File: src/rtl/simd_seq_pkg.sv
package simd_seq_pkg;

    localparam int CODE_W = 3;

    typedef enum logic [CODE_W-1:0] {
        WCODE_1  = 3'd0,
        WCODE_2  = 3'd1,
        WCODE_4  = 3'd2,
        WCODE_8  = 3'd3,
        WCODE_16 = 3'd4,
        WCODE_32 = 3'd5
    } wcode_e;

endpackage

File: src/rtl/simd_width_decode.sv
module simd_width_decode
    import simd_seq_pkg::*;
#(
    parameter int FPU_LANES = 4,
    parameter int REG_LANES = 8,
    parameter int MAX_LANES = 32,
    parameter int BEAT_W    = 3,
    parameter int SPAN_W    = 3
) (
    input  logic [CODE_W-1:0]    code_i,
    output logic                 legal_o,
    output logic [BEAT_W-1:0]    last_beat_o,
    output logic [SPAN_W-1:0]    span_o,
    output logic [FPU_LANES-1:0] mask_o
);
    localparam int LOG_MAX = $clog2(MAX_LANES);

    int lanes;
    int beats;
    int span;

    always_comb begin
        lanes       = 1 << int'(code_i);
        legal_o     = int'(code_i) <= LOG_MAX;
        beats       = (lanes <= FPU_LANES) ? 1 : lanes / FPU_LANES;
        span        = (lanes <= REG_LANES) ? 1 : lanes / REG_LANES;
        last_beat_o = BEAT_W'(beats - 1);
        span_o      = SPAN_W'(span);
        if (lanes >= FPU_LANES) begin
            mask_o = '1;
        end else begin
            mask_o = FPU_LANES'((1 << lanes) - 1);
        end
    end

endmodule

File: src/rtl/simd_operand_range.sv
module simd_operand_range #(
    parameter int NUM_REGS = 128,
    parameter int REG_W    = 7,
    parameter int SPAN_W   = 3
) (
    input  logic [REG_W-1:0]  base_i,
    input  logic [SPAN_W-1:0] span_i,
    output logic              over_o
);
    localparam logic [REG_W:0] LIMIT = (REG_W+1)'(NUM_REGS);

    logic [REG_W:0] end_excl;

    always_comb begin
        end_excl = {1'b0, base_i} + (REG_W+1)'(span_i);
        over_o   = end_excl > LIMIT;
    end

endmodule

File: src/rtl/simd_operand_addr.sv
module simd_operand_addr #(
    parameter int FPU_LANES = 4,
    parameter int REG_LANES = 8,
    parameter int REG_W     = 7,
    parameter int BEAT_W    = 3,
    parameter int OFF_W     = 3
) (
    input  logic [REG_W-1:0]  base_i,
    input  logic [BEAT_W-1:0] beat_i,
    output logic [REG_W-1:0]  reg_o,
    output logic [OFF_W-1:0]  off_o
);
    localparam int BEATS_PER_REG = REG_LANES / FPU_LANES;

    always_comb begin
        reg_o = base_i + REG_W'(int'(beat_i) / BEATS_PER_REG);
        off_o = OFF_W'((int'(beat_i) % BEATS_PER_REG) * FPU_LANES);
    end

endmodule

File: src/rtl/simd_beat_sequencer.sv
module simd_beat_sequencer
    import simd_seq_pkg::*;
#(
    parameter int NUM_REGS  = 128,
    parameter int REG_LANES = 8,
    parameter int FPU_LANES = 4,
    parameter int MAX_LANES = 32,
    parameter int NUM_OPS   = 3,
    localparam int REG_W     = $clog2(NUM_REGS),
    localparam int OFF_W     = $clog2(REG_LANES),
    localparam int MAX_BEATS = MAX_LANES / FPU_LANES,
    localparam int BEAT_W    = (MAX_BEATS > 1) ? $clog2(MAX_BEATS) : 1,
    localparam int SPAN_W    = $clog2(MAX_LANES / REG_LANES + 1) + 1
) (
    input  logic                     clk,
    input  logic                     rst_n,
    input  logic                     in_valid,
    output logic                     in_ready,
    input  logic [CODE_W-1:0]        in_width,
    input  logic [NUM_OPS*REG_W-1:0] in_base,
    output logic                     uop_valid,
    output logic [NUM_OPS*REG_W-1:0] uop_reg,
    output logic [OFF_W-1:0]         uop_lane_off,
    output logic [FPU_LANES-1:0]     uop_mask,
    output logic                     uop_last,
    output logic                     busy,
    output logic                     err
);

    typedef struct packed {
        logic                            act;
        logic [BEAT_W-1:0]               beat;
        logic [BEAT_W-1:0]               last_beat;
        logic [FPU_LANES-1:0]            mask;
        logic [NUM_OPS-1:0][REG_W-1:0]   base;
        logic                            err;
    } seq_state_t;

    seq_state_t st_q, st_d;

    logic                 dec_legal;
    logic [BEAT_W-1:0]    dec_last;
    logic [SPAN_W-1:0]    dec_span;
    logic [FPU_LANES-1:0] dec_mask;
    logic [NUM_OPS-1:0]   op_over;
    logic [OFF_W-1:0]     op_off [NUM_OPS];
    logic                 at_last;
    logic                 accept;
    logic                 reject;

    simd_width_decode #(
        .FPU_LANES (FPU_LANES),
        .REG_LANES (REG_LANES),
        .MAX_LANES (MAX_LANES),
        .BEAT_W    (BEAT_W),
        .SPAN_W    (SPAN_W)
    ) u_decode (
        .code_i      (in_width),
        .legal_o     (dec_legal),
        .last_beat_o (dec_last),
        .span_o      (dec_span),
        .mask_o      (dec_mask)
    );

    for (genvar n = 0; n < NUM_OPS; n++) begin : g_op
        simd_operand_range #(
            .NUM_REGS (NUM_REGS),
            .REG_W    (REG_W),
            .SPAN_W   (SPAN_W)
        ) u_range (
            .base_i (in_base[n*REG_W +: REG_W]),
            .span_i (dec_span),
            .over_o (op_over[n])
        );

        simd_operand_addr #(
            .FPU_LANES (FPU_LANES),
            .REG_LANES (REG_LANES),
            .REG_W     (REG_W),
            .BEAT_W    (BEAT_W),
            .OFF_W     (OFF_W)
        ) u_addr (
            .base_i (st_q.base[n]),
            .beat_i (st_q.beat),
            .reg_o  (uop_reg[n*REG_W +: REG_W]),
            .off_o  (op_off[n])
        );
    end

    always_comb begin
        at_last      = st_q.act && (st_q.beat == st_q.last_beat);
        in_ready     = !st_q.act || at_last;
        accept       = in_valid && in_ready;
        reject       = !dec_legal || (|op_over);
        uop_valid    = st_q.act;
        busy         = st_q.act;
        uop_last     = at_last;
        uop_mask     = st_q.act ? st_q.mask : '0;
        uop_lane_off = op_off[0];
        err          = st_q.err;

        st_d     = st_q;
        st_d.err = 1'b0;
        if (accept) begin
            if (reject) begin
                st_d.act = 1'b0;
                st_d.err = 1'b1;
            end else begin
                st_d.act       = 1'b1;
                st_d.beat      = '0;
                st_d.last_beat = dec_last;
                st_d.mask      = dec_mask;
                st_d.base      = in_base;
            end
        end else if (st_q.act) begin
            if (at_last) begin
                st_d.act = 1'b0;
            end else begin
                st_d.beat = st_q.beat + 1'b1;
            end
        end
    end

    always_ff @(posedge clk) begin
        if (!rst_n) begin
            st_q <= '0;
        end else begin
            st_q <= st_d;
        end
    end

    assert_first_beat_R5: assert property (@(posedge clk) disable iff (!rst_n)
        (in_valid && in_ready && dec_legal && !(|op_over))
        |=> (uop_valid && uop_lane_off == '0 && uop_reg == $past(in_base)));

    assert_reject_R7: assert property (@(posedge clk) disable iff (!rst_n)
        err |-> !uop_valid);

    assert_narrow_mask_R3: assert property (@(posedge clk) disable iff (!rst_n)
        (in_valid && in_ready && in_width == WCODE_1 && !(|op_over))
        |=> (uop_mask == FPU_LANES'(1)));

    assert_hold_off_R6: assert property (@(posedge clk) disable iff (!rst_n)
        (uop_valid && !uop_last) |-> !in_ready);

    assert_pair_next_R4: assert property (@(posedge clk) disable iff (!rst_n)
        (uop_valid && !uop_last && uop_lane_off != '0)
        |=> (uop_reg[REG_W-1:0] == $past(uop_reg[REG_W-1:0]) + 1'b1
             && uop_lane_off == '0));

    assert_same_reg_R4: assert property (@(posedge clk) disable iff (!rst_n)
        (uop_valid && !uop_last && uop_lane_off == '0)
        |=> ($stable(uop_reg) && uop_lane_off == OFF_W'(FPU_LANES)));

    assert_continue_R2: assert property (@(posedge clk) disable iff (!rst_n)
        (uop_valid && !uop_last) |=> uop_valid);

endmodule

File: config.mk
export PLATFORM = sky130hd
export DESIGN_NAME = simd_beat_sequencer
export DESIGN_NICKNAME = d
export VERILOG_FILES = /design/src/rtl/simd_seq_pkg.sv /design/src/rtl/simd_width_decode.sv /design/src/rtl/simd_operand_range.sv /design/src/rtl/simd_operand_addr.sv /design/src/rtl/simd_beat_sequencer.sv
export SDC_FILE = /design/constraint.sdc
export NUM_CORES = 1
export LEC_CHECK = 0
export CORE_UTILIZATION = 55
export DETAILED_ROUTE_END_ITERATION = 8
export PLACE_DENSITY_LB_ADDON = 0.3
export SLEW_MARGIN = 20
export SYNTH_ARGS = -nofsm -noshare
export SYNTH_HDL_FRONTEND = slang
export SYNTH_SLANG_ARGS = --single-unit
File: constraint.sdc
create_clock -name clk -period 4.3 [get_ports clk]
set_input_delay 0.645 -clock clk [delete_from_list [all_inputs] [get_ports clk]]
set_output_delay 0.645 -clock clk [all_outputs]
set_load 0.05 [all_outputs]
# Word level (Yosys, flattened, before mapping)
# Index checks and enable logic that the tools add are counted.
totals:
  ff_bits: 33
  input_bits: 27
  elab_cells: 58
op_classes:
  addsub: 11
  magnitude_cmp: 7
  eq_ne: 3
  n_shift: 2
  muxes: 11
  bitwise_logic: 3
  n_reduce_logical: 13
ops:
  columns: ["cell", "n"]
  rows:
  - ["32-bit by 4-bit greater-or-equal comparator with 1-bit output, second input constant", 1]
  - ["32-bit by 4-bit <= comparator with 1-bit output, second input constant", 1]
  - ["32-bit by 5-bit <= comparator with 1-bit output, second input constant", 1]
  - ["1-bit by 3-bit left shift with 32-bit output, first input constant", 1]
  - ["1-bit by 32-bit left shift with 4-bit output, first input constant", 1]
  - ["31-bit two-way mux", 1]
  - ["7-bit by 4-bit adder with 8-bit output", 3]
  - ["8-bit > comparator, second input constant", 3]
  - ["7-bit by 2-bit adder with 7-bit output", 3]
  - ["4-bit two-way mux", 5]
  - ["3-bit two-way mux", 2]
  - ["3-bit OR reduction", 2]
  - ["4-bit by 1-bit adder with 4-bit output", 1]
  - ["2-bit AND reduction", 2]
  - ["4-bit by 2-bit subtractor with 4-bit output, second input constant", 1]
  - ["3-bit by 1-bit adder with 3-bit output", 1]
  - ["3-bit by 1-bit adder with 3-bit output, second input constant", 1]
  - ["3-bit equality test", 1]
  - ["3-bit <= comparator, second input constant", 1]
  - ["1-bit two-way mux", 3]
  - ["3-bit AND reduction", 1]
  - ["3-bit by 2-bit subtractor with 3-bit output, second input constant", 1]
  - ["1-bit AND", 2]
  - ["1-bit logical AND", 2]
  - ["other kinds (7)", 9]

# Logic depth before layout (Yosys ltp)
# Gate-level depths: netlist of the first run.
logic_depth:
  ltp_word: 11
  ltp_mapped: 13
  depth_no_buf: 10

# Cells and area by module
# Synthesis of the first run repeated with hierarchy kept, for this count alone.
hier_totals:
  hier_cells: 297
  hier_area_um2: 2539.9
modules_own_cells:
  columns: ["mod", "instances", "cells_per_inst", "area_per_inst_um2", "seq_area_each_um2"]
  rows:
  - ["simd_beat_sequencer", 1, 158, 1430.1, 660.6]
  - ["simd_operand_addr", 3, 23, 171.4, 0.0]
  - ["simd_operand_range", 3, 18, 165.2, 0.0]
  - ["simd_width_decode", 1, 16, 100.1, 0.0]

# Worst setup path after synthesis of the first run
# OpenSTA, ideal clock, no wires.
synth_timing:
  path_kind: "input port to flip-flop"
  startpoint: "input port in_width[1]"
  endpoint: "register st_q[14] in the netlist's numbering"
  setup_time_ns: 0.071
  arrival_ns: 2.885
  required_time_ns: 4.229
  path_slack_ns: 1.344
  stages: 13
  path_buffers: 3
  cell_sequence: "buf_4 nor3b_4 xor2_1 ha_1 a211o_1 nand3_1 a311o_1 a32oi_1 o211a_1 buf_6 buf_6 nand3_2 a21oi_2"
synth_between:
  elab_chain_len: 11
  elab_cells_between_ends: 18
  cone_classes: "add/sub (4); order compare (5); shift (1); mux (1); bitwise (2); reduce/logical (5)"
synth_rtl:
  columns: ["item", "line", "rtl"]
  rows:
  - ["start: declaration", "simd_beat_sequencer.sv:19", "input logic [CODE_W-1:0] in_width,"]
  - ["branches (longest 8 deep; another with 32-bit by 5-bit <= comparator with 1-bit output)", null, null]
  - ["1-bit logical OR (*)", "simd_beat_sequencer.sv:94", "reject = !dec_legal || (|op_over);"]
  - ["1-bit NOT (no source line) (*)", null, null]
  - ["2-bit AND reduction (no source line) (*)", null, null]
  - ["end signal: assignment", "simd_beat_sequencer.sv:128", "st_q <= st_d;"]
  - ["end: declaration", "simd_beat_sequencer.sv:39", "seq_state_t st_q, st_d;"]
# Mark *: on every way between the ends.
# A chain may end at the register's enable or synchronous reset.

# Final worst setup path of the first run
layout_timing:
  startpoint: "input port in_width[2]"
  endpoint: "register st_q[31] in the netlist's numbering"
layout_between:
  elab_chain_len: 11
  elab_cells_between_ends: 18
  cone_classes: "add/sub (4); order compare (5); eq/ne (1); shift (1); mux (1); bitwise (1); reduce/logical (5)"
layout_rtl:
  columns: ["item", "line"]
  rows:
  - ["branches (longest 8 deep; another with 32-bit by 5-bit <= comparator with 1-bit output)", null]
  - ["1-bit logical OR (*)", "simd_beat_sequencer.sv:94"]
  - ["2-bit != test (no source line) (*)", null]
  - ["3-bit AND reduction (no source line) (*)", null]
# Marked as above.

==> results of run 1 <==
[cells by family (layout without fill, tap and decap cells)]
| group | count (synthesis) | count (layout) | synth area share [%] |
|---|---|---|---|
| AOI/OAI and AO/OA | 106 | 106 | 26.65 |
| xor gates and xnor gates | 23 | 23 | 7.566 |
| adders and majority gates | 21 | 21 | 10.71 |
| buffers and inverters | 42 | 85 | 8.552 |
| DFF | 33 | 33 | 24.81 |
| muxes | 2 | 2 | 0.7519 |
| other | 2 | 3 | 0.2821 |
| and+or+nand+nor | 93 | 93 | 20.68 |
[layer usage]
metal / wire length (um) / part of all wire, %
met3: 218 / 3.5
met5: 0 / 0
met2: 2949 / 47
met1: 2992 / 48
met4: 89 / 1.4
[Yosys cell counts (8+ instances only)]
| master | count |
|---|---|
| o21ai_0 | 16 |
| nand3_1 | 24 |
| xnor2_1 | 17 |
| a21oi_1 | 30 |
| nand2_1 | 17 |
| nand3_2 | 8 |
| inv_1 | 17 |
| o21ai_1 | 12 |
| ha_1 | 18 |
| a21oi_2 | 10 |
| dfxtp_1 | 33 |
| clkbuf_1 | 8 |
| nor2_1 | 13 |
[area by class of cell]
cell class | instances | area (sq um) | share of cell area [%]
Sequential cell | 33 | 660.6 | 20.04
Multi-Input combinational cell | 248 | 1785 | 54.16
Tap cell | 52 | 65.06 | 1.973
Timing Repair Buffer | 60 | 605.6 | 18.37
Inverter | 17 | 63.81 | 1.935
Clock buffer | 7 | 86.33 | 2.619
Clock inverter | 1 | 30.03 | 0.9108
[flip-flops by register name, indices dropped and copies added, names as in the netlist]
name	count
busy	1
st_q	31
err	1
[where the power goes]
| part | leakage (nW) | total [mW] | internal (mW) | switching [mW] |
|---|---|---|---|---|
| Clock | 0.0585 | 0.302 | 0.189 | 0.113 |
| Sequential | 0.271 | 0.352 | 0.330 | 0.0217 |
| Combinational | 0.960 | 0.334 | 0.126 | 0.208 |
| Total | 1.29 | 0.988 | 0.645 | 0.343 |
[worst paths after layout]
check             cells after the start  slack, ns                     to
setup / recovery                     12       0.72  st_q[31]$_SDFFE_PN0P_
hold / removal                        1       0.46  st_q[22]$_SDFFE_PN0P_
setup reg to reg                      6       2.00  st_q[23]$_SDFFE_PN0P_
hold reg to reg                       1       0.46  st_q[22]$_SDFFE_PN0P_
[critical path: cells and delay by family]
kind | cells | cell delay [ns]
AO/OA/AOI/OAI | 5 | 1.29
buffers and inverters | 2 | 0.83
AND/OR/NAND/NOR | 3 | 0.58
adder cells (fa/ha/maj) | 1 | 0.29
XOR/XNOR | 1 | 0.13
[layout by cell type (no fill, tap or decap), types with 3 or more instances in the layout]
cell type / netlist / final
clkdlybuf4s50_1: 0 / 57
dfxtp_1: 33 / 33
a21oi_1: 30 / 30
nand3_1: 24 / 24
ha_1: 18 / 18
nand2_1: 17 / 17
xnor2_1: 17 / 17
inv_1: 17 / 16
o21ai_0: 16 / 16
nor2_1: 13 / 12
o21ai_1: 12 / 12
a21oi_2: 10 / 10
nand3_2: 8 / 8
and2_1: 6 / 6
xor2_1: 6 / 6
clkbuf_8: 0 / 6
nor2b_1: 5 / 5
a311oi_1: 5 / 5
a21o_1: 4 / 4
a211oi_1: 4 / 4
nand4_1: 3 / 3
o31ai_1: 3 / 3
o2111ai_1: 3 / 3
o211a_1: 3 / 3
fa_1: 3 / 3
conb_1: 2 / 3
[metrics by stage]
stage,cell area (sq um),utilization [%],total power [mW],hold WS (ns),cells
2_1_floorplan,2666,-,0.5949,0.4325,323
3_3_place_gp,3176,70.50,0.6819,0.4392,410
3_5_place_dp,3176,70.50,0.6900,0.4575,410
4_1_cts,3292,73.08,0.9869,0.4697,418
5_1_grt,3297,73.19,1.033,0.4732,418
6_report,3297,73.19,0.9882,0.4609,418
==> results.env, run 1 <==
RSZ0062_AT_GRT='no'
WORSTPATHREQUIRED_NS=4.50
AREAGROWTHSYNTHTOFINISH_PCT=23.83
PATH_MAX_FANOUT=30
TIMING.CRITICAL_PATH.SLOWEST_STAGE_CELL='clkdlybuf4s50_1'
GLOBALROUTEMET3UTIL_PCT=3.516
SLOWEST_DELAY_NS=0.66
MAX-CAP-VIOLATIONS=0
CLKLATENCYLATEPIN_NS=0.28
PORTION_OF_THE_POST_SYNTHESIS_AREA_USED_BY_SEQUENTIAL_ELEMENTS_PCT=24.81
FMAX_MHz=279.0
PWR_DENSITY_mW_PER_MM2=299.7
WORST_SLACK_NS=0.7162
DRTPASS1ITERATIONS=6
YOSYS_WARNINGS=0
DP_HPWL_MM=4.679
WORSTREG2REGSTART='st_q[30]$_SDFFE_PN0P_'
CLASSIFICATION_OF_THE_WORST_SLACK_HOLD_PATH='register to register'
SYNTH_ENABLE_FLOP_CELLS=0
IR_WORST_VDD_uV=127.2
GLOBALROUTETOTALUTIL_PCT=25.89
POST-CTS-SETUP-BUFFERS=0
POST_DRT_VIA_CELL_RATIO=5.900
PRE_CTS_WS_NS=0.4468
CTSHTREEMAXLEVEL=2
GRT.MET2_USAGE_PCT=40.74
DRV_SLEW=0
FINAL_HOLD_VIOL_COUNT=0
ENDPOINT_KIND='register'
IO_PINS=60
CRITPATHLAUNCH='in_width[2]'
DR_TOTAL_VIAS=2466
TIME_THE_WORST_PATH_NEEDS_WITH_I_O_DELAYS_AND_SETUP_NS=3.584
STARTPOINT_OF_THE_TIGHTEST_HOLD_CHECK_PATH='st_q[22]$_SDFFE_PN0P_'
PLACEMENT.IO_BUFFERS=57
STD_CELL_ROWS=24
POSTSYNTHCELLCOUNT=322
SHARE_OF_FLIP_FLOPS_WITH_AN_ASYNCHRONOUS_SET_OR_RESET_AFTER_SYNTHESIS_PCT=0
WL_PER_CELL_UM=14.95
INITIAL_CORE_UTIL_PCT=59.11
CORE_REGION_AREA_SQ_MM=0.004504
MAXIMUM_NUMBER_OF_PINS_ON_ONE_NET_BEFORE_GLOBAL_ROUTE_REPAIR=33
DIE_SPAN_IN_X_UM=71.58
SYNTH.TOP_CELLS.BY_AREA='dfxtp_1 (25%), ha_1 (8.5%), a21oi_1 (5.6%)'
POST-ROUTE-DRC-COUNT=0
SYNTHFLOPTYPE='dfxtp_1'
CRIT_CHAIN='clkdlybuf4s50_1, nor3b_4, xor2_1, ha_1, nand2_1, nor3_1, a2111oi_1, o32ai_2, o211a_1, buf_12, a221o_1, a21oi_2'
CLOCK_TREE.BUFFER_DEPTH=2
WORST-SLEW-PIN-TRANSITION_NS=1.007
ANTENNA_CELLS=0
GRT_FIRST_PASS_WIRELENGTH_MM=10.50
LAYOUT-DRIVE-GT1-SHARE_PCT=9.836
DIE_HEIGHT_UM=71.58
TIMING.SETUP.TNS_NS=0
CTS_TREE='done'
GLOBALROUTE.TOTALOVERFLOW=0
WORST_CLOCK_SKEW_NS=0.004082
SYN-CELL-AREA_SQ_MM=0.002663
CTS_HOLD_BUFFERS=0
SINKS_ON_THE_CLOCK_NET=33
FINALCRITPERIODSHARE_PCT=83.35
WORST-SETUP-PATH-TYPE='primary input to register'
CTS-BUFFERS-INSERTED=5
DIE_AREA_SQ_MM=0.005123
YOSYSTOPAREACELLSHARE_PCT=24.81
SYNTHESIZED_FLOP_AND_LATCH_TOTAL=33
NUMBER_OF_DISTINCT_LIBRARY_CELL_VARIANTS_IN_THE_GATE_LEVEL_NETLIST_AFTER_SYNTHESIS=53
NUMBER_OF_ANTENNA_VIOLATIONS_AT_THE_FIRST_CHECK_IN_GLOBAL_ROUTING=0
DETAIL-ROUTE-ANTENNA-NETS=0
POST_CTS_RESIZED=0
SYN_AREA_PER_CELL_SQ_UM=8.269
DESIGN.FINAL.NETS=413
TIMING.SLEW.HEADROOM_PCT=32.48
WL_MM=6.248
NUMBER_OF_GLOBAL_ROUTE_VIAS_BEFORE_REPAIR=2235
RUN_STATUS='finished, final reports clean'
CRITPATHLAUNCHTYPE='primary input'
GRT_USE_MET1_PCT=36.78
CLKSLEWWORSTSETUPHOLDPATHS_NS=0.07
SYNTH_TOP_AREA_CELL='dfxtp_1'
MOST_USED_LAYER_GLOBAL_ROUTE='met2'
DRT_ITER0_MARKERS=179
ROOT_BUFFER='clkbuf_8'
WORSTPATHARRIVAL_NS=3.78
ROUTABILITYCONGESTION=0.8939
REPORT.FINAL.SETUP_VIOL=0
COUNT_OF_FILLER_CELLS_INSERTED_IN_THE_LAYOUT=366
LEAKAGEPOWER_nW=1.289
Note: power is estimated with default switching activity, not from simulation.
==> run 2, diff against run 1 <==
--- a/config.mk
+++ b/config.mk
@@ -5,7 +5,7 @@
 export SDC_FILE = /design/constraint.sdc
 export NUM_CORES = 1
 export LEC_CHECK = 0
-export CORE_UTILIZATION = 55
+export CORE_UTILIZATION = 46
 export DETAILED_ROUTE_END_ITERATION = 8
 export PLACE_DENSITY_LB_ADDON = 0.3
 export SLEW_MARGIN = 20
==> constraint.sdc (replaced) <==
create_clock -name clk -period 3.2 [get_ports clk]
set_input_delay 0.48 -clock clk [delete_from_list [all_inputs] [get_ports clk]]
set_output_delay 0.48 -clock clk [all_outputs]
set_load 0.05 [all_outputs]
==> results.env, run 2 (synthesis gave the netlist of run 1 again) <==
RUN_STATUS='finished, final reports clean'  # unchanged
FINAL_HOLD_VIOL_COUNT=0  # unchanged
WORST-SLEW-PIN-TRANSITION_NS=0.9725  # was 1.007 ns
CTS_TREE='done'  # unchanged
CRITPATHLAUNCHTYPE='primary input'  # unchanged
TIME_THE_WORST_PATH_NEEDS_WITH_I_O_DELAYS_AND_SETUP_NS=3.042
CTSHTREEMAXLEVEL=2  # unchanged
DP_CELLS=456  # was 410
WORSTPATHARRIVAL_NS=3.22  # was 3.78 ns
CTS_HOLD_BUFFERS=0  # unchanged
FIN_TOTAL_PWR_mW=1.424  # was 0.9882 mW
FMAX_MHz=328.7
NUMBER_OF_GLOBAL_ROUTE_VIAS_BEFORE_REPAIR=2412  # was 2235
WORSTPATHREQUIRED_NS=3.38  # was 4.50 ns
TIMING.SLEW.HEADROOM_PCT=35.10  # was 32.48%
GLOBALROUTETOTALUTIL_PCT=22.97  # was 25.89%
DIE_HEIGHT_UM=78.08  # was 71.58 um
WL_MM=6.724  # was 6.248 mm
DRT_ITER0_MARKERS=151  # was 179
SEQUENTIAL_STANDARD_CELL_AREA_SQ_UM=660.6  # unchanged
WL_PER_CELL_UM=14.43  # was 14.95 um
FIN_HOLD_WS_NS=0.4676  # was 0.4609 ns
RSZ0062_AT_GRT='yes'  # was no
GLOBALROUTE.TOTALOVERFLOW=0  # unchanged
POST_LAYOUT_INSTANCE_COUNT_EXCLUDING_FILLER_CELLS=466  # was 418
NUMBER_OF_ANTENNA_VIOLATIONS_AT_THE_FIRST_CHECK_IN_GLOBAL_ROUTING=0  # unchanged
GRT_FIRST_PASS_WIRELENGTH_MM=11.16  # was 10.50 mm
DETAIL-ROUTE-ANTENNA-NETS=0  # unchanged
DRTPASS1ITERATIONS=4  # was 6
MAX-CAP-VIOLATIONS=0  # unchanged
POST-ROUTE-DRC-COUNT=0  # unchanged
IR_WORST_VDD_uV=204.9  # was 127.2 uV
CLOCK_TREE.BUFFER_DEPTH=2  # unchanged
CLKLATENCYLATEPIN_NS=0.29  # was 0.28 ns
MULTIINPUTGATEAREA_SQ_MM=0.001812  # was 0.001785 sq mm
LARGEST_REGISTER_FFS=31  # unchanged
ENDPOINT_KIND='register'  # unchanged
INITIAL_CORE_UTIL_PCT=48.06  # was 59.11%
LAYOUT-DRIVE-GT1-SHARE_PCT=19.04  # was 9.836%
WORST_CLOCK_SKEW_NS=0.009648  # was 0.004082 ns
TIMING.SETUP.TNS_NS=0  # unchanged
MOSTFREQUENTLAYOUTCELLS='clkdlybuf4s50_1 (50), dfxtp_1 (33), buf_4 (32), a21oi_1 (30), nand3_1 (24)'  # was clkdlybuf4s50_1 (57), dfxtp_1 (33), a21oi_1 (30), nand3_1 (24), ha_1 (18)
SLOWEST_DELAY_NS=0.49  # was 0.66 ns
LAYOUT_COMMONEST_CELL='clkdlybuf4s50_1'  # unchanged
ROOT_BUFFER='clkbuf_8'  # unchanged
ANTENNA_CELLS=0  # unchanged
PATH_MAX_FANOUT=13  # was 30
REGISTER_NAME_WITH_THE_MOST_FLOPS='st_q'  # unchanged
UTILIZATION_OF_THE_CORE_AFTER_ROUTING_PCT=64.48  # was 73.19%
CORE_REGION_AREA_SQ_MM=0.005540  # was 0.004504 sq mm
MAXIMUM_NUMBER_OF_PINS_ON_ONE_NET_BEFORE_GLOBAL_ROUTE_REPAIR=29  # was 33
STD_CELL_ROWS=27  # was 24
COUNT_OF_FILLER_CELLS_INSERTED_IN_THE_LAYOUT=495  # was 366
CTS-BUFFERS-INSERTED=5  # unchanged
PLACEMENT.IO_BUFFERS=57  # unchanged
DIE_SPAN_IN_X_UM=78.08  # was 71.58 um
SINKS_ON_THE_CLOCK_NET=33  # unchanged
POST_DRT_VIA_CELL_RATIO=5.547  # was 5.900
CRIT_CHAIN='clkdlybuf4s50_1, nor3b_4, buf_4, xnor2_1, ha_2, and4b_1, o21ai_1, a311oi_1, a211o_1, o211ai_2, buf_6, o21ai_0, a21oi_2'  # was clkdlybuf4s50_1, nor3b_4, xor2_1, ha_1, nand2_1, nor3_1, a2111oi_1, o32ai_2, o211a_1, buf_12, a221o_1, a21oi_2
FINALCRITPERIODSHARE_PCT=95.06
DR_TOTAL_VIAS=2585  # was 2466
CLASSIFICATION_OF_THE_WORST_SLACK_HOLD_PATH='register to register'  # unchanged
PWR_DENSITY_mW_PER_MM2=398.5  # was 299.7 mW/mm^2
REPORT.FINAL.SETUP_VIOL=0  # unchanged
DESIGN.FINAL.NETS=441  # was 413
TIMING.CRITICAL_PATH.SLOWEST_STAGE_CELL='clkdlybuf4s50_1'  # unchanged
DP_HPWL_MM=5.190  # was 4.679 mm
AREAGROWTHSYNTHTOFINISH_PCT=34.16  # was 23.83%
DIE_AREA_SQ_MM=0.006096  # was 0.005123 sq mm
ROUTABILITYCONGESTION=0.8646  # was 0.8939
CLKSLEWWORSTSETUPHOLDPATHS_NS=0.07  # about the same
LEAKAGEPOWER_nW=1.487  # was 1.289 nW
DRV_SLEW=0  # unchanged
WORST-SETUP-PATH-TYPE='primary input to register'  # unchanged
IO_PINS=60  # unchanged
==> run 2: routing by layer <==
metal / global-route usage [%] / part of all wire [%] / vias up
met2: 37.72 / 48 / 88
met3: 3.721 / 5.5 / 7
met5: 0 / 0 / -
met4: 7.778 / 1.2 / 0
met1: 30.47 / 45 / 1193
li1: - / - / 1297
==> run 2: worst max-delay path: cells and delay by family <==
family                     cells  cell delay [ns]
and+or+nand+nor                2             0.46
AOI/OAI and AO/OA              6             1.06
adders and majority gates      1             0.25
buffers and inverters          3             0.84
xor gates and xnor gates       1             0.11
==> run 2: layout make-up <==
cell class	instances	share of cell area (%)
multi-input combinational	248	50.72
timing repair buffer	88	22.73
tap	72	2.522
clock inverter	3	1.821
inverter	17	1.786
sequential	33	18.49
clock buffer	5	1.926
==> run 2: final timing paths <==
| kind | to | slack [ns] | from | cells after the start |
|---|---|---|---|---|
| worst max-delay path | st_q[5]$_SDFFE_PN0P_ | 0.16 | in_width[2] | 13 |
| worst max register to register | st_q[23]$_SDFFE_PN0P_ | 1.00 | st_q[30]$_SDFFE_PN0P_ | 7 |
| worst min register to register | st_q[22]$_SDFFE_PN0P_ | 0.47 | st_q[22]$_SDFFE_PN0P_ | 1 |
| worst min-delay path | st_q[22]$_SDFFE_PN0P_ | 0.47 | st_q[22]$_SDFFE_PN0P_ | 1 |
==> run 2: timing repair <==
action                                 CTS  global route
setup endpoints to repair                0            33
endpoints found under the hold margin    0             0
setup buffers                            0             2
resized for setup                        0            19
==> run 2: power breakdown <==
group          internal (mW)  switching, mW
combinational          0.194          0.291
clock                  0.309          0.156
sequential             0.443         0.0295
total                  0.947          0.477
==> run 2: metrics by stage <==
stage	area, sq um	worst slack [ns]
2_1_floorplan	2666	0.4090
3_3_place_gp	3373	-0.1263
3_5_place_dp	3373	-0.2627
4_1_cts	3507	0.02257
5_1_grt	3572	-0.02340
6_report	3572	0.1582
==> run 3, diff against run 2 <==
--- a/config.mk
+++ b/config.mk
@@ -7,6 +7,7 @@
 export LEC_CHECK = 0
 export CORE_UTILIZATION = 46
 export DETAILED_ROUTE_END_ITERATION = 8
+export MAX_ROUTING_LAYER = met4
 export PLACE_DENSITY_LB_ADDON = 0.3
 export SLEW_MARGIN = 20
 export SYNTH_ARGS = -nofsm -noshare
==> results.env, run 3 (synthesis gave the netlist of run 1 again) <==
GLOBALROUTE.TOTALOVERFLOW=0  # unchanged
IO_PINS=60  # unchanged
MAX-CAP-VIOLATIONS=0  # unchanged
TIMING.SLEW.HEADROOM_PCT=35.48  # was 35.10%
WORSTPATHREQUIRED_NS=3.38  # about the same
DIE_AREA_SQ_MM=0.006096  # unchanged
FIN_HOLD_WS_NS=0.4677  # was 0.4676 ns
CTS_TREE='done'  # unchanged
CORE_REGION_AREA_SQ_MM=0.005540  # unchanged
RUN_STATUS='finished, final reports clean'  # unchanged
CLKLATENCYLATEPIN_NS=0.29  # about the same
REPORT.FINAL.SETUP_VIOL=0  # unchanged
STD_CELL_ROWS=27  # unchanged
DETAIL-ROUTE-ANTENNA-NETS=0  # unchanged
TIME_THE_WORST_PATH_NEEDS_WITH_I_O_DELAYS_AND_SETUP_NS=3.018  # was 3.042 ns
DIE_HEIGHT_UM=78.08  # unchanged
IR_WORST_VDD_uV=204.3  # was 204.9 uV
PLACEMENT.IO_BUFFERS=57  # unchanged
DP_HPWL_MM=5.190  # unchanged
WORST_CLOCK_SKEW_NS=0.009881  # was 0.009648 ns
MOSTFREQUENTLAYOUTCELLS='clkdlybuf4s50_1 (50), dfxtp_1 (33), buf_4 (32), a21oi_1 (30), nand3_1 (24)'  # unchanged
LAYOUT_COMMONEST_CELL='clkdlybuf4s50_1'  # unchanged
WORSTPATHARRIVAL_NS=3.19  # was 3.22 ns
FINALCRITPERIODSHARE_PCT=94.31  # was 95.06%
POST-ROUTE-DRC-COUNT=0  # unchanged
COUNT_OF_FILLER_CELLS_INSERTED_IN_THE_LAYOUT=495  # unchanged
CTS-BUFFERS-INSERTED=5  # unchanged
WL_MM=6.726  # was 6.724 mm
DRV_SLEW=0  # unchanged
DIE_SPAN_IN_X_UM=78.08  # unchanged
ROUTABILITYCONGESTION=0.8786  # was 0.8646
CTSHTREEMAXLEVEL=2  # unchanged
MULTIINPUTGATEAREA_SQ_MM=0.001812  # unchanged
RSZ0062_AT_GRT='yes'  # unchanged
POST_DRT_VIA_CELL_RATIO=5.541  # was 5.547
CTS_HOLD_BUFFERS=0  # unchanged
DESIGN.FINAL.NETS=441  # unchanged
CRITPATHLAUNCH='in_width[2]'  # unchanged
REGISTER_NAME_WITH_THE_MOST_FLOPS='st_q'  # unchanged
NUMBER_OF_GLOBAL_ROUTE_VIAS_BEFORE_REPAIR=2413  # was 2412
WORST-SETUP-PATH-TYPE='primary input to register'  # unchanged
GRT_FIRST_PASS_WIRELENGTH_MM=11.16  # about the same
POST_LAYOUT_INSTANCE_COUNT_EXCLUDING_FILLER_CELLS=466  # unchanged
ANTENNA_CELLS=0  # unchanged
LEAKAGEPOWER_nW=1.487  # unchanged
ENDPOINT_KIND='register'  # unchanged
FMAX_MHz=331.4  # was 328.7 MHz
UTILIZATION_OF_THE_CORE_AFTER_ROUTING_PCT=64.48  # unchanged
LAYOUT-DRIVE-GT1-SHARE_PCT=19.04  # unchanged
MAXIMUM_NUMBER_OF_PINS_ON_ONE_NET_BEFORE_GLOBAL_ROUTE_REPAIR=29  # unchanged
PWR_DENSITY_mW_PER_MM2=398.4  # was 398.5 mW/mm^2
STARTPOINT_OF_THE_TIGHTEST_HOLD_CHECK_PATH='st_q[22]$_SDFFE_PN0P_'  # unchanged
LARGEST_REGISTER_FFS=31  # unchanged
INITIAL_CORE_UTIL_PCT=48.06  # unchanged
ROOT_BUFFER='clkbuf_8'  # unchanged
DP_CELLS=456  # unchanged
SEQUENTIAL_STANDARD_CELL_AREA_SQ_UM=660.6  # unchanged
DR_TOTAL_VIAS=2582  # was 2585
WL_PER_CELL_UM=14.43  # about the same
PATH_MAX_FANOUT=13  # unchanged
GLOBALROUTETOTALUTIL_PCT=23.64  # was 22.97%
CLOCK_TREE.BUFFER_DEPTH=2  # unchanged
CLASSIFICATION_OF_THE_WORST_SLACK_HOLD_PATH='register to register'  # unchanged
WORST-SLEW-PIN-TRANSITION_NS=0.9668  # was 0.9725 ns
FINAL_HOLD_VIOL_COUNT=0  # unchanged
AREAGROWTHSYNTHTOFINISH_PCT=34.16  # unchanged
CRITPATHLAUNCHTYPE='primary input'  # unchanged
NUMBER_OF_ANTENNA_VIOLATIONS_AT_THE_FIRST_CHECK_IN_GLOBAL_ROUTING=0  # unchanged
CLKSLEWWORSTSETUPHOLDPATHS_NS=0.07  # about the same
DRT_ITER0_MARKERS=162  # was 151
WORSTREG2REGSTART='st_q[30]$_SDFFE_PN0P_'  # unchanged
SINKS_ON_THE_CLOCK_NET=33  # unchanged
DRTPASS1ITERATIONS=4  # unchanged
[run 3: cell counts in the layout (fill, tap and decap cells not counted)]
Identical to the previous run, type by type.
[run 3: final cells by class]
type	instances	area share (%)
clock buffers	5	1.926
clock inverters	3	1.821
inverters	17	1.786
multi-input cells	248	50.72
flip-flops and latches	33	18.49
well taps	72	2.522
repair buffers	88	22.73
[run 3: critical path, stage by stage]
cell,delay (ns)
clkdlybuf4s50_1,0.49
nor3b_4,0.26
xor2_1,0.20
ha_2,0.25
nand2_1,0.10
nor3_1,0.23
a2111oi_1,0.10
o32ai_2,0.38
o211ai_2,0.19
buf_6,0.19
o21ai_0,0.23
a21oi_2,0.09
[run 3: stage by stage]
stage / setup TNS, ns / area, sq um / worst slack [ns] / power, mW
final: 0 / 3572 / 0.1822 / 1.423
after global routing: -0.03882 / 3572 / -0.02329 / 1.485
after detailed placement: -6.426 / 3373 / -0.2627 / 0.9515
after floorplan: 0 / 2666 / 0.4090 / 0.7994
after global placement: -2.844 / 3373 / -0.1263 / 0.9438
after CTS: 0 / 3507 / 0.02257 / 1.415
[run 3: worst paths after layout]
check	to	slack, ns	cells past startpoint
max	st_q[5]$_SDFFE_PN0P_	0.18	12
min	st_q[22]$_SDFFE_PN0P_	0.47	1
max reg2reg	st_q[23]$_SDFFE_PN0P_	1.00	7
min reg2reg	st_q[22]$_SDFFE_PN0P_	0.47	1
[run 3: timing repair]
action | 4_1_cts | 5_1_grt
setup buffers | 0 | 2
endpoints found under the hold margin | 0 | 0
resized for setup | 0 | 19
endpoints found under the setup margin | 0 | 33
[run 3: per-layer routing]
| metal | vias to the layer above | share of wire (%) | GRT usage, % |
|---|---|---|---|
| li1 | 1297 | - | - |
| met1 | 1193 | 46 | 30.47 |
| met2 | 83 | 48 | 37.81 |
| met3 | 9 | 4.9 | 3.721 |
| met4 | 0 | 1.4 | 7.778 |
| met5 | - | 0 | - |
[run 3: power by group]
group          switching (mW)  total, mW  leakage [nW]  internal [mW]
sequential             0.0297      0.473         0.271          0.443
clock                   0.155      0.464        0.0681          0.309
combinational           0.292      0.486          1.15          0.194
total                   0.476       1.42          1.49          0.947
